<file path="src/rtl/irq_sense_pkg.sv">
// Shared types for the external pin interrupt sense controller.
// Assumes two sense bits per pin and one register port data width.
package irq_sense_pkg;

    typedef enum logic [1:0] {
        SENSE_LOW  = 2'b00,
        SENSE_ANY  = 2'b01,
        SENSE_FALL = 2'b10,
        SENSE_RISE = 2'b11
    } sense_mode_e;

    // True when the sample pair (older, newer) matches a transition mode.
    function automatic logic sense_hit(sense_mode_e mode, logic older, logic newer);
        case (mode)
            SENSE_ANY:  return older ^ newer;
            SENSE_FALL: return older & ~newer;
            SENSE_RISE: return ~older & newer;
            default:    return 1'b0;
        endcase
    endfunction

endpackage

</file>
<file path="src/rtl/irq_sync.sv">
// Multi-stage synchronizer for a vector of asynchronous inputs.
// Assumes each bit is independent; no bus coherency is implied.
module irq_sync #(
    parameter int WIDTH  = 8,
    parameter int STAGES = 2
) (
    input  logic             clk,
    input  logic             rst_n,
    input  logic [WIDTH-1:0] async_i,
    output logic [WIDTH-1:0] sync_o
);
    logic [STAGES-1:0][WIDTH-1:0] stage_q;

    // Shift the raw inputs through the flop chain.
    always_ff @(posedge clk) begin
        if (!rst_n) begin
            stage_q <= '0;
        end else begin
            stage_q[0] <= async_i;
            for (int s = 1; s < STAGES; s++) begin
                stage_q[s] <= stage_q[s-1];
            end
        end
    end

    assign sync_o = stage_q[STAGES-1];
endmodule

</file>
<file path="src/rtl/irq_pin_sense.sv">
// Sense logic for one pin: transition detection, sticky flag, raw request.
// Assumes pin_s is already synchronized. The first cycle after a mode
// change only captures a reference sample.
module irq_pin_sense
    import irq_sense_pkg::*;
(
    input  logic        clk,
    input  logic        rst_n,
    input  logic        pin_s,
    input  sense_mode_e mode_i,
    input  logic        clr_i,
    output logic        flag_o,
    output logic        raw_req_o
);
    logic        prev_q;
    sense_mode_e mode_last_q;
    logic        armed;
    logic        hit;

    assign armed = (mode_i == mode_last_q);
    assign hit   = armed && sense_hit(mode_i, prev_q, pin_s);

    // Keep the previous sample and the mode it was judged under.
    always_ff @(posedge clk) begin
        if (!rst_n) begin
            prev_q      <= 1'b0;
            mode_last_q <= SENSE_LOW;
        end else begin
            prev_q      <= pin_s;
            mode_last_q <= mode_i;
        end
    end

    // Sticky flag: a detection beats a clear in the same cycle.
    always_ff @(posedge clk) begin
        if (!rst_n) begin
            flag_o <= 1'b0;
        end else if (hit) begin
            flag_o <= 1'b1;
        end else if (clr_i) begin
            flag_o <= 1'b0;
        end
    end

    assign raw_req_o = (mode_i == SENSE_LOW) ? ~pin_s : flag_o;
endmodule

</file>
<file path="src/rtl/ext_irq_sense.sv">
// External pin interrupt sense controller top.
// Holds the sense, enable and flag registers behind a simple register port,
// synchronizes the pins and gates each request by its enable and gie_i.
// Assumes software masks a line before changing its sense mode.
module ext_irq_sense
    import irq_sense_pkg::*;
#(
    parameter int DATA_W      = 8,
    parameter int SYNC_STAGES = 2
) (
    input  logic              clk,
    input  logic              rst_n,
    input  logic [DATA_W-1:0] pin_i,
    input  logic              gie_i,
    input  logic              reg_wr_i,
    input  logic [1:0]        reg_addr_i,
    input  logic [DATA_W-1:0] reg_wdata_i,
    output logic [DATA_W-1:0] reg_rdata_o,
    input  logic [DATA_W-1:0] irq_ack_i,
    output logic [DATA_W-1:0] pin_sync_o,
    output logic [DATA_W-1:0] irq_req_o
);
    localparam int N_PINS  = DATA_W;
    localparam int PPR     = DATA_W / 2;
    localparam int N_SENSE = N_PINS / PPR;
    localparam logic [1:0] A_MASK = 2'(N_SENSE);
    localparam logic [1:0] A_FLAG = 2'(N_SENSE + 1);

    logic [N_PINS-1:0][1:0] sense_q;
    logic [N_PINS-1:0]      mask_q;
    logic [N_PINS-1:0]      flag_vec;
    logic [N_PINS-1:0]      raw_req;
    logic [N_PINS-1:0]      clr_vec;

    irq_sync #(.WIDTH(N_PINS), .STAGES(SYNC_STAGES)) sync_i (
        .clk     (clk),
        .rst_n   (rst_n),
        .async_i (pin_i),
        .sync_o  (pin_sync_o)
    );

    // Register writes for the sense modes and the enable mask.
    always_ff @(posedge clk) begin
        if (!rst_n) begin
            sense_q <= '0;
            mask_q  <= '0;
        end else if (reg_wr_i) begin
            for (int r = 0; r < N_SENSE; r++) begin
                if (reg_addr_i == 2'(r)) begin
                    for (int k = 0; k < PPR; k++) begin
                        sense_q[r*PPR+k] <= reg_wdata_i[2*k +: 2];
                    end
                end
            end
            if (reg_addr_i == A_MASK) begin
                mask_q <= reg_wdata_i;
            end
        end
    end

    // Combinational read mux.
    always_comb begin
        reg_rdata_o = '0;
        for (int r = 0; r < N_SENSE; r++) begin
            if (reg_addr_i == 2'(r)) begin
                for (int k = 0; k < PPR; k++) begin
                    reg_rdata_o[2*k +: 2] = sense_q[r*PPR+k];
                end
            end
        end
        if (reg_addr_i == A_MASK) reg_rdata_o = mask_q;
        if (reg_addr_i == A_FLAG) reg_rdata_o = flag_vec;
    end

    // Clear sources: acknowledge or write-one to the flag register.
    assign clr_vec = irq_ack_i | ((reg_wr_i && reg_addr_i == A_FLAG) ? reg_wdata_i : '0);

    for (genvar g = 0; g < N_PINS; g++) begin : g_pin
        irq_pin_sense pin_u (
            .clk       (clk),
            .rst_n     (rst_n),
            .pin_s     (pin_sync_o[g]),
            .mode_i    (sense_mode_e'(sense_q[g])),
            .clr_i     (clr_vec[g]),
            .flag_o    (flag_vec[g]),
            .raw_req_o (raw_req[g])
        );
    end

    assign irq_req_o = raw_req & mask_q & {N_PINS{gie_i}};
endmodule

</file>
<file path="config.mk">
export PLATFORM = sky130hd
export DESIGN_NAME = ext_irq_sense
export DESIGN_NICKNAME = d
export VERILOG_FILES = /design/src/rtl/irq_sense_pkg.sv /design/src/rtl/irq_sync.sv /design/src/rtl/irq_pin_sense.sv /design/src/rtl/ext_irq_sense.sv
export SDC_FILE = /design/constraint.sdc
export NUM_CORES = 1
export LEC_CHECK = 0
export BUFFER_PORTS_ARGS = -buffer_cell sky130_fd_sc_hd__buf_2
export CORE_MARGIN = 2
export CORE_UTILIZATION = 51
export CTS_CLUSTER_DIAMETER = 30
export DETAILED_ROUTE_END_ITERATION = 7
export GPL_ROUTABILITY_DRIVEN = 0
export PLACE_DENSITY = 0.75
export SETUP_SLACK_MARGIN = 0.02
export SLEW_MARGIN = 20
export SYNTH_ARGS = -nofsm -noshare
export SYNTH_HDL_FRONTEND = slang
export SYNTH_SLANG_ARGS = --single-unit
</file>
<file path="constraint.sdc">
create_clock -name clk -period 1.2 [get_ports clk]
set_input_delay 0.18 -clock clk [delete_from_list [all_inputs] [get_ports clk]]
set_output_delay 0.18 -clock clk [all_outputs]
set_load 0.01 [all_outputs]
</file>
* After elaboration in Yosys (flattened, before gate mapping)
Cells that the tools add are included.
** Word-level totals
- Flip-flop bits (word level) :: 72
- Bits in latches :: 0
- RAM bits :: 0
- ROM bits :: 0
- Input bits :: 30
- Memories kept :: 0
** Operators by class
- Add/subtract/negate cells :: 0
- Multiply operators :: 0
- Divide/modulo/power cells :: 0
- Magnitude comparators :: 0
- Equal/unequal tests :: 35
- Shift operators :: 0
- Muxes and demuxes :: 37
- Bitwise logic cells :: 43
- Reduce and logical (&&, ||, !) cells :: 29
** Operator list (count)
- $mux 8 :: 5
- $eq 2x2->1 const B :: 18
- $mux 1 :: 24
- $pmux 1 s3 :: 8
- $eq 2x1->1 const B :: 9
- $logic_not 2->1 :: 9
- $and 1x1->1 :: 16
- $and 8x8->8 :: 2
- $eq 2x2->1 :: 8
- $not 1->1 :: 16
- $reduce_bool 2->1 :: 8
- $logic_and 1x1->1 :: 9
- $or 8x8->8 :: 1
- $xor 1x1->1 :: 8
- $reduce_and 2->1 :: 3

* Depth between registers and ports, before layout
Gate-level depths: netlist (run 1).
- Word-level depth :: 6
- Depth in mapped cells :: 6
- Mapped depth without buffers :: 6

* Hierarchy
From an unflattened synthesis (run 1), not the netlist that was laid out.
** Second synthesis, totals
- Cells, all modules :: 318
- Area, all modules :: 3315.7 um2
** By module, submodules not included
- irq_pin_sense :: times used 8, cells each 20, area an instance 192.7 um2
- ext_irq_sense :: times used 1, cells each 117, area an instance 1267.5 um2
- irq_sync :: times used 1, cells each 41, area an instance 506.7 um2

* Least setup slack after synthesis (run 1)
No wires, ideal clock.
- Path type :: register to register
- Start :: register sync_i.stage_q (netlist bit sync_i.sync_o[1])
- End :: register g_pin[1].pin_u.flag_o
- Arrival time :: 1.133 ns
- Path slack :: -0.049 ns
- Stages on the path, launching flop included :: 7
- Clock period less this slack :: 1.249 ns
- Path through :: dfxtp_1 -> inv_1 -> ha_1 -> nor2b_1 -> o211ai_1 -> o41ai_1 -> a31o_2
** Between the ends
- Cells in the longest elaborated chain, start to end :: 5
- Elaborated cells between the ends (all ways) :: 8
- Classes of those cells :: mux: 2; bitwise: 4; reduce/logical: 2
** Ends and longest elaborated chain
- start: declaration :: line irq_sync.sv:12 : logic [STAGES-1:0][WIDTH-1:0] stage_q;
- start signal: indexed assignment :: line irq_sync.sv:21 : stage_q[s] <= stage_q[s-1];
- $not 1->1 :: line irq_sense_pkg.sv:16 : SENSE_FALL: return older & ~newer;
- $and 1x1->1 :: line irq_sense_pkg.sv:16
- $pmux 1 s3 (*) :: line irq_sense_pkg.sv:14 : case (mode)
- $logic_and 1x1->1 (*) :: line irq_pin_sense.sv:21 : assign hit = armed && sense_hit(mode_i, prev_q, pin_s);
- $mux 1 or $reduce_bool 2->1 (tied branches)
- end signal: assignment :: line irq_pin_sense.sv:37 : flag_o <= 1'b0;
- end signal: assignment :: line irq_pin_sense.sv:39 : flag_o <= 1'b1;
- end signal: assignment :: line irq_pin_sense.sv:41 : flag_o <= 1'b0;
- end: declaration :: line irq_pin_sense.sv:12 : output logic flag_o,
Every way passes the cells marked *; elsewhere a longest branch is shown, timed or not.
A chain may end at the register's enable or synchronous reset.

* Final worst setup path (run 1)
- Start :: register sense_q[9] (netlist bit)
- End :: output port reg_rdata_o[1]
** Between the ends
- Cells in the longest elaborated chain, start to end :: 3
** Ends and longest elaborated chain
- start: declaration :: line ext_irq_sense.sv:29 : logic [N_PINS-1:0][1:0] sense_q;
- start signal: indexed assignment :: line ext_irq_sense.sv:51 : sense_q[r*PPR+k] <= reg_wdata_i[2*k +: 2];
- $mux 8 :: line ext_irq_sense.sv:65 : if (reg_addr_i == 2'(r)) begin
- $mux 8 :: line ext_irq_sense.sv:71 : if (reg_addr_i == A_MASK) reg_rdata_o = mask_q;
- $mux 8 :: line ext_irq_sense.sv:72 : if (reg_addr_i == A_FLAG) reg_rdata_o = flag_vec;
- end: declaration :: line ext_irq_sense.sv:18 : output logic [DATA_W-1:0] reg_rdata_o,
No other way between the ends.

==> results_tabular.tex, run 1 <==
\begin{tabular}{lr}
\hline
Metric & Value \\
\hline
\multicolumn{2}{l}{\textbf{Run status}} \\
\quad Run status & finished, violations left \\
\quad Violations in the final reports & negative setup slack \\
\multicolumn{2}{l}{\textbf{Floorplan}} \\
\quad Core box area & 6390 sq um \\
\quad Chip Width & 85.3 microns \\
\quad Placement row count & 29 \\
\quad I/O Pins & 54 \\
\quad Starting density of the core & 52.8\% \\
\quad DIE AREA & 7280 sq um \\
\quad Chip Height & 85.3 microns \\
\multicolumn{2}{l}{\textbf{Setup path}} \\
\quad Largest driver fanout on the critical path & 4 \\
\quad Total stage count of the critical path & 2 \\
\quad Nature of the critical path endpoint & output pin \\
\quad Crit path buf inv count & 1 \\
\quad Cell breakdown of the critical path & mux4\_2 -> buf\_2 \\
\quad Peak per-stage delay on the critical path & 0.49 ns \\
\quad Category of the worst setup path launch point & flip-flop \\
\quad Cell depth of the worst flop-to-flop path & 7 \\
\quad Required time of the critical path & 1.02 ns \\
\quad Critical Path AT & 1.34 ns \\
\quad Worst path slowest cell & sky130\_fd\_sc\_hd\_\_mux4\_2 \\
\quad Cell family with the largest share of critical-path delay & multiplexers \\
\quad Classification of the worst setup path & reg -> out \\
\multicolumn{2}{l}{\textbf{STA}} \\
\quad Count of final setup violators & 25 \\
\quad Final Hold Violating Endpoints & 0 \\
\quad Worst-case clock skew & 0.00752 ns \\
\quad Clock period minus worst slack & 1.52 ns \\
\quad Unrepaired setup endpoints after global routing & yes \\
\quad Maximum clock rate & 657 MHz \\
\quad Max transition margin & 80.9\% \\
\quad Final period util & 127\% \\
\quad Slew @ Worst Pin & 0.283 ns \\
\quad Worst setup slack after layout & -0.323 ns \\
\quad Count of pins over their slew limit & 0 \\
\quad Setup TNS Final & -4.73 ns \\
\quad Min Hold Slack & 0.0377 ns \\
\multicolumn{2}{l}{\textbf{Worst hold path}} \\
\quad Worst hold path depth & 2 \\
\quad Worst Hold Class & in -> reg \\
\multicolumn{2}{l}{\textbf{Flow run}} \\
\quad Max-capacitance violation count & 0 \\
\multicolumn{2}{l}{\textbf{Power}} \\
\quad Combinational power share & 12.3\% \\
\quad Max rail drop VDD & 0.000845 V \\
\quad Net switching component of the power & 1.15 mW \\
\quad Cell internal power dissipation & 3.59 mW \\
\quad LEAKAGE & 2.03 nW \\
\quad Pwr Density & 1030 nW/um\^{}2 \\
\quad Final total power & 4.74 mW \\
\quad Sw frac & 24.3\% \\
\quad Sequential cell fraction of total power & 53.0\% \\
\quad Clock network power share & 34.7\% \\
\multicolumn{2}{l}{\textbf{Clock network}} \\
\quad Clock tree buffer depth & 2 \\
\quad TritonCTS clock tree & built \\
\quad Sinks on the clock net & 72 \\
\quad Total number of H-tree levels & 3 \\
\quad CTS Buf Count & 9 \\
\quad Clock latency reported for the late side of the worst-skew pair & 0.34 ns \\
\quad Clock slew seen by the registers of the worst setup and hold paths & 0.07 ns \\
\quad Hold buffer count at CTS & 0 \\
\quad CTS root buffer & sky130\_fd\_sc\_hd\_\_clkbuf\_8 \\
\multicolumn{2}{l}{\textbf{Layout}} \\
\quad Antenna Cells & 0 \\
\quad Finished Layout Cells & 529 \\
\quad Number of nets at the end of the flow & 496 \\
\quad Most common cell after layout, fill and taps aside & sky130\_fd\_sc\_hd\_\_buf\_4 \\
\quad Post-route standard cell area excluding fillers & 4600 sq um \\
\quad Synthesis-to-finish area growth & 36.3\% \\
\quad Finished Core Util & 72.0\% \\
\quad Fraction of layout instances using a drive strength above 1 & 49.8\% \\
\quad Most used cells in the layout excluding fill and tap cells & sky130\_fd\_sc\_hd\_\_buf\_4, sky130\_fd\_sc\_hd\_\_buf\_2, sky130\_fd\_sc\_hd\_\_and2\_1 \\
\multicolumn{2}{l}{\textbf{Route}} \\
\quad Initial DRC Count & 112 \\
\quad Via count & 2777 \\
\quad Drt via density & 5.25 \\
\quad Router iterations before antenna repair & 4 \\
\quad Total detailed-routing wirelength & 8000 microns \\
\quad DRC violations left & 0 \\
\quad Remaining antenna violation count after routing & 0 \\
\quad DR WL/cell & 15.1 microns \\
\multicolumn{2}{l}{\textbf{Placed design}} \\
\quad Dpl hpwl & 5290 microns \\
\quad Count of input and output buffers & 53 \\
\quad Placed Cells & 494 \\
\quad Standard cell area after detailed placement & 3920 sq um \\
\quad Post-Place Setup Slack & -0.178 ns \\
\multicolumn{2}{l}{\textbf{GRT}} \\
\quad Vias in the first global route & 2862 \\
\quad Antenna violations before repair & 0 \\
\quad Global-route wire length before repair & 13200 microns \\
\quad Grt ovf & 0 \\
\quad Total global-route track usage & 23.4\% \\
\quad Pin count of the biggest net entering global routing & 65 \\
\multicolumn{2}{l}{\textbf{Logic synthesis}} \\
\quad Warnings, synthesis & 0 \\
\quad Library cells used by synthesis & 23 \\
\quad Net count after synthesis & 394 \\
\quad Synth Register Bits & 72 \\
\quad Average cell area after synthesis & 9.69 sq um \\
\quad Area of the mapped netlist & 3370 sq um \\
\quad Proportion of synthesized chip area in sequential cells & 42.8\% \\
\quad Cells after Synth & 348 \\
\hline
\end{tabular}
## state kept, by name (all words and copies together), names as in the netlist
signal,flops
sync_i.stage_q,8
g_pin.pin_u.flag_o,8
sense_q,16
g_pin.pin_u.mode_last_q,16
g_pin.pin_u.prev_q,8
sync_i.sync_o,8
mask_q,8
## routing by layer
layer / vias to the layer above / global-route usage (%) / part of all wire [%]
met5: - / 0 / 0
met2: 76 / 39.3 / 49
met4: 0 / 9.38 / 2.3
met3: 19 / 5.64 / 5.7
li1: 1358 / - / -
met1: 1324 / 28.8 / 43
## power by group through the flow
| stage | clock [mW] | combinational (mW) | sequential, mW |
|---|---|---|---|
| 2_1_floorplan | 0 | 0.271 | 2.56 |
| 3_3_place_gp | 0 | 0.456 | 2.57 |
| 3_5_place_dp | 0 | 0.469 | 2.57 |
| 4_1_cts | 1.67 | 0.563 | 2.51 |
| 5_1_grt | 1.79 | 0.639 | 2.52 |
| 6_report | 1.64 | 0.584 | 2.51 |
## logic make-up after synthesis
logic type | Yosys count | share of synthesized area (%)
simple gates | 126 | 20.2
flops | 72 | 42.8
buf+inv | 55 | 8.35
compound gates | 54 | 11.5
mux | 25 | 11.3
fa+ha+maj | 16 | 5.94
## cells in the mapped netlist, drive strengths merged
master | instances | area, sq um
nor3 | 1 | 5.00
o41ai | 7 | 61.3
ha | 16 | 200
nor2 | 23 | 86.3
a211oi | 16 | 120
nand3b | 2 | 15.0
nor3b | 1 | 18.8
a31o | 8 | 70.1
dfxtp | 72 | 1440
a21oi | 7 | 35.0
and3 | 1 | 7.51
o211ai | 8 | 60.1
mux4 | 8 | 210
buf | 17 | 139
nand2 | 26 | 97.6
and2 | 40 | 250
mux2i | 17 | 170
nor2b | 32 | 200
clkbuf | 7 | 26.3
o21ai | 8 | 40.0
inv | 31 | 116
## worst register-to-register path: cells and delay by family, from the launching register on
kind,cells,cell delay [ns]
AOI/OAI and AO/OA,3,0.51
DFF,1,0.34
buffers and inverters,2,0.13
adders and majority gates,1,0.13
and+or+nand+nor,1,0.11
## area by class of cell
cell class | count | area (sq um)
clock buffers | 12 | 155
repair buffers | 115 | 868
clock inverters | 1 | 5.00
well taps | 77 | 96.3
fillers | 466 | 1790
flip-flops and latches | 72 | 1510
multi-input cells | 221 | 1840
inverters | 31 | 119
## repair_timing
item / CTS / global route
endpoints found under the setup margin: 26 / 28
pin swaps: 17 / 7
resized for setup: 92 / 22
buffers inserted: 18 / 4
## final timing paths
path	startpoint	endpoint	slack (ns)
worst max-delay path	sense_q[9]$_SDFFE_PN0P_	reg_rdata_o[1]	-0.32
worst max register to register	sync_i.sync_o[2]$_SDFF_PN0_	g_pin[2].pin_u.flag_o$_SDFFE_PN0P_	-0.13
worst min register to register	sync_i.stage_q[1]$_SDFF_PN0_	sync_i.sync_o[1]$_SDFF_PN0_	0.43
worst min-delay path	pin_i[5]	sync_i.stage_q[5]$_SDFF_PN0_	0.04
(Power assumes the default switching activity.)
==> inputs of run 2 (changes only) <==
Settings changed: TNS_END_PERCENT set to 50.
==> run 2 against run 1 <==
- the run still ends with negative setup slack left
- cell count shrank 1.5%
- clock power is essentially flat
- fmax rose by 0.44%
- flip-flop and latch count unchanged
- clock skew fell by 0.00071 ns
- die area unchanged
- largest cell class unchanged
- highest routed layer unchanged
==> results_tabular.tex, run 2 (synthesized netlist as in run 1, its figures left out) <==
\begin{tabular}{lr}
\hline
Metric & Value \\
\hline
\multicolumn{2}{l}{\textbf{GRT}} \\
\quad Global-route wire length before repair & 13000 microns \\
\quad Pin count of the biggest net entering global routing & 65 \\
\quad Vias in the first global route & 2795 \\
\quad Total global-route track usage & 23.0\% \\
\quad Antenna violations before repair & 0 \\
\quad Grt ovf & 0 \\
\multicolumn{2}{l}{\textbf{Layout}} \\
\quad Finished Layout Cells & 521 \\
\quad Number of nets at the end of the flow & 488 \\
\quad Antenna Cells & 0 \\
\quad Most common cell after layout, fill and taps aside & sky130\_fd\_sc\_hd\_\_buf\_2 \\
\quad Registers with the most flip-flops & g\_pin.pin\_u.mode\_last\_q: 16 flops, sense\_q: 16 flops \\
\quad Synthesis-to-finish area growth & 30.7\% \\
\quad Fraction of layout instances using a drive strength above 1 & 45.9\% \\
\quad Finished Core Util & 69.0\% \\
\quad Most used cells in the layout excluding fill and tap cells & sky130\_fd\_sc\_hd\_\_buf\_2, sky130\_fd\_sc\_hd\_\_buf\_4, sky130\_fd\_sc\_hd\_\_dfxtp\_1 \\
\multicolumn{2}{l}{\textbf{Floorplan}} \\
\quad Chip Height & 85.3 microns \\
\quad DIE AREA & 7280 sq um \\
\quad Chip Width & 85.3 microns \\
\quad Core box area & 6390 sq um \\
\quad Placement row count & 29 \\
\quad Starting density of the core & 52.8\% \\
\quad I/O Pins & 54 \\
\multicolumn{2}{l}{\textbf{Clock network}} \\
\quad Hold buffer count at CTS & 0 \\
\quad TritonCTS clock tree & built \\
\quad Clock latency reported for the late side of the worst-skew pair & 0.34 ns \\
\quad Clock tree buffer depth & 2 \\
\quad Clock slew seen by the registers of the worst setup and hold paths & 0.07 ns \\
\quad CTS root buffer & sky130\_fd\_sc\_hd\_\_clkbuf\_8 \\
\quad Sinks on the clock net & 72 \\
\quad CTS Buf Count & 9 \\
\quad Total number of H-tree levels & 3 \\
\multicolumn{2}{l}{\textbf{STA}} \\
\quad Setup TNS Final & -4.52 ns \\
\quad Count of final setup violators & 24 \\
\quad Count of pins over their slew limit & 0 \\
\quad Worst-case clock skew & 0.00681 ns \\
\quad Max transition margin & 77.5\% \\
\quad Final period util & 126\% \\
\quad Clock period minus worst slack & 1.52 ns \\
\quad Final Hold Violating Endpoints & 0 \\
\quad Min Hold Slack & 0.0425 ns \\
\quad Worst setup slack after layout & -0.316 ns \\
\quad Slew @ Worst Pin & 0.333 ns \\
\quad Unrepaired setup endpoints after global routing & yes \\
\quad Maximum clock rate & 660 MHz \\
\multicolumn{2}{l}{\textbf{Flow run}} \\
\quad Max-capacitance violation count & 0 \\
\multicolumn{2}{l}{\textbf{Setup path}} \\
\quad Cell depth of the worst flop-to-flop path & 6 \\
\quad Largest driver fanout on the critical path & 4 \\
\quad Peak per-stage delay on the critical path & 0.49 ns \\
\quad Classification of the worst setup path & reg -> out \\
\quad Required time of the critical path & 1.02 ns \\
\quad Category of the worst setup path launch point & flip-flop \\
\quad Critical Path AT & 1.34 ns \\
\quad FF-to-FF End & g\_pin[1].pin\_u.flag\_o\$\_SDFFE\_PN0P\_ \\
\quad Worst flop-to-flop path startpoint & sync\_i.sync\_o[1]\$\_SDFF\_PN0\_ \\
\quad Cell breakdown of the critical path & mux4\_2 -> buf\_2 \\
\quad Worst path slowest cell & sky130\_fd\_sc\_hd\_\_mux4\_2 \\
\quad Nature of the critical path endpoint & output pin \\
\quad Register-to-register path setup slack & -0.15 ns \\
\multicolumn{2}{l}{\textbf{Route}} \\
\quad Router iterations before antenna repair & 4 \\
\quad DRC violations left & 0 \\
\quad Via count & 2749 \\
\quad Initial DRC Count & 144 \\
\quad Drt via density & 5.28 \\
\quad Total detailed-routing wirelength & 7890 microns \\
\quad Remaining antenna violation count after routing & 0 \\
\quad DR WL/cell & 15.2 microns \\
\multicolumn{2}{l}{\textbf{Run status}} \\
\quad Violations in the final reports & negative setup slack \\
\quad Run status & finished, violations left \\
\multicolumn{2}{l}{\textbf{Power}} \\
\quad Max rail drop VDD & 0.000846 V \\
\quad Pwr Density & 1060 nW/um\^{}2 \\
\quad LEAKAGE & 1.95 nW \\
\quad Final total power & 4.69 mW \\
\multicolumn{2}{l}{\textbf{Worst hold path}} \\
\quad Worst Hold Class & in -> reg \\
\quad End point of the most critical hold path & sync\_i.stage\_q[5]\$\_SDFF\_PN0\_ \\
\quad Worst hold path depth & 2 \\
\quad Min-Delay Startpoint & pin\_i[5] \\
\multicolumn{2}{l}{\textbf{Placed design}} \\
\quad Placed Cells & 494 \\
\quad Count of input and output buffers & 53 \\
\quad Dpl hpwl & 5290 microns \\
\hline
\end{tabular}
## run 2: timing repair
| action | in CTS | in global routing |
|---|---|---|
| pin swaps | 13 | 3 |
| setup endpoints to repair | 26 | 26 |
| gates resized for setup | 70 | 15 |
| setup buffers | 13 | 1 |
## run 2: final cells by class
cell class | instances | area [sq um]
Clock buffer | 12 | 155
Clock inverter | 1 | 5.00
Timing Repair Buffer | 107 | 769
Sequential cell | 72 | 1500
Multi-Input combinational cell | 221 | 1760
Tap cell | 77 | 96.3
Inverter | 31 | 116
Fill cell | 483 | 1980
## run 2: worst max-delay path, delay by kind of cell, from the launching register on
kind | cells | cell delay, ns
buf+inv | 1 | 0.16
flops | 1 | 0.35
mux | 1 | 0.49
## run 2: worst max-delay path by stage
stage	from	endpoint	slack [ns]	depth (start not counted)
after global placement	reg_addr_i[1]	reg_rdata_o[5]	-0.15	3
after CTS	sense_q[9]$_SDFFE_PN0P_	reg_rdata_o[1]	-0.31	2
after floorplan	sync_i.sync_o[1]$_SDFF_PN0_	g_pin[1].pin_u.flag_o$_SDFFE_PN0P_	-0.002	6
final	sense_q[9]$_SDFFE_PN0P_	reg_rdata_o[1]	-0.32	2
after detailed placement	reg_addr_i[0]	g_pin[0].pin_u.flag_o$_SDFFE_PN0P_	-0.18	5
after global routing	sense_q[9]$_SDFFE_PN0P_	reg_rdata_o[1]	-0.34	2
## run 2: report_power, final
| group | internal [mW] | switching (mW) |
|---|---|---|
| logic | 0.283 | 0.268 |
| registers | 2.45 | 0.0564 |
| clock network | 0.827 | 0.802 |
## run 2: through the flow
stage                     setup slack (ns)  cell area [sq um]
after floorplan                   -0.00183               3400
after global placement              -0.151               3920
after detailed placement            -0.178               3920
after CTS                           -0.314               4340
after global routing                -0.343               4410
final                               -0.316               4410
## run 2: layer usage
layer | up-vias | routed length [microns] | track usage, %
li1 | 1342 | - | -
met3 | 23 | 312 | 5.16
met5 | - | 0 | 0
met2 | 64 | 3840 | 37.4
met4 | 0 | 239 | 12.3
met1 | 1320 | 3500 | 28.4
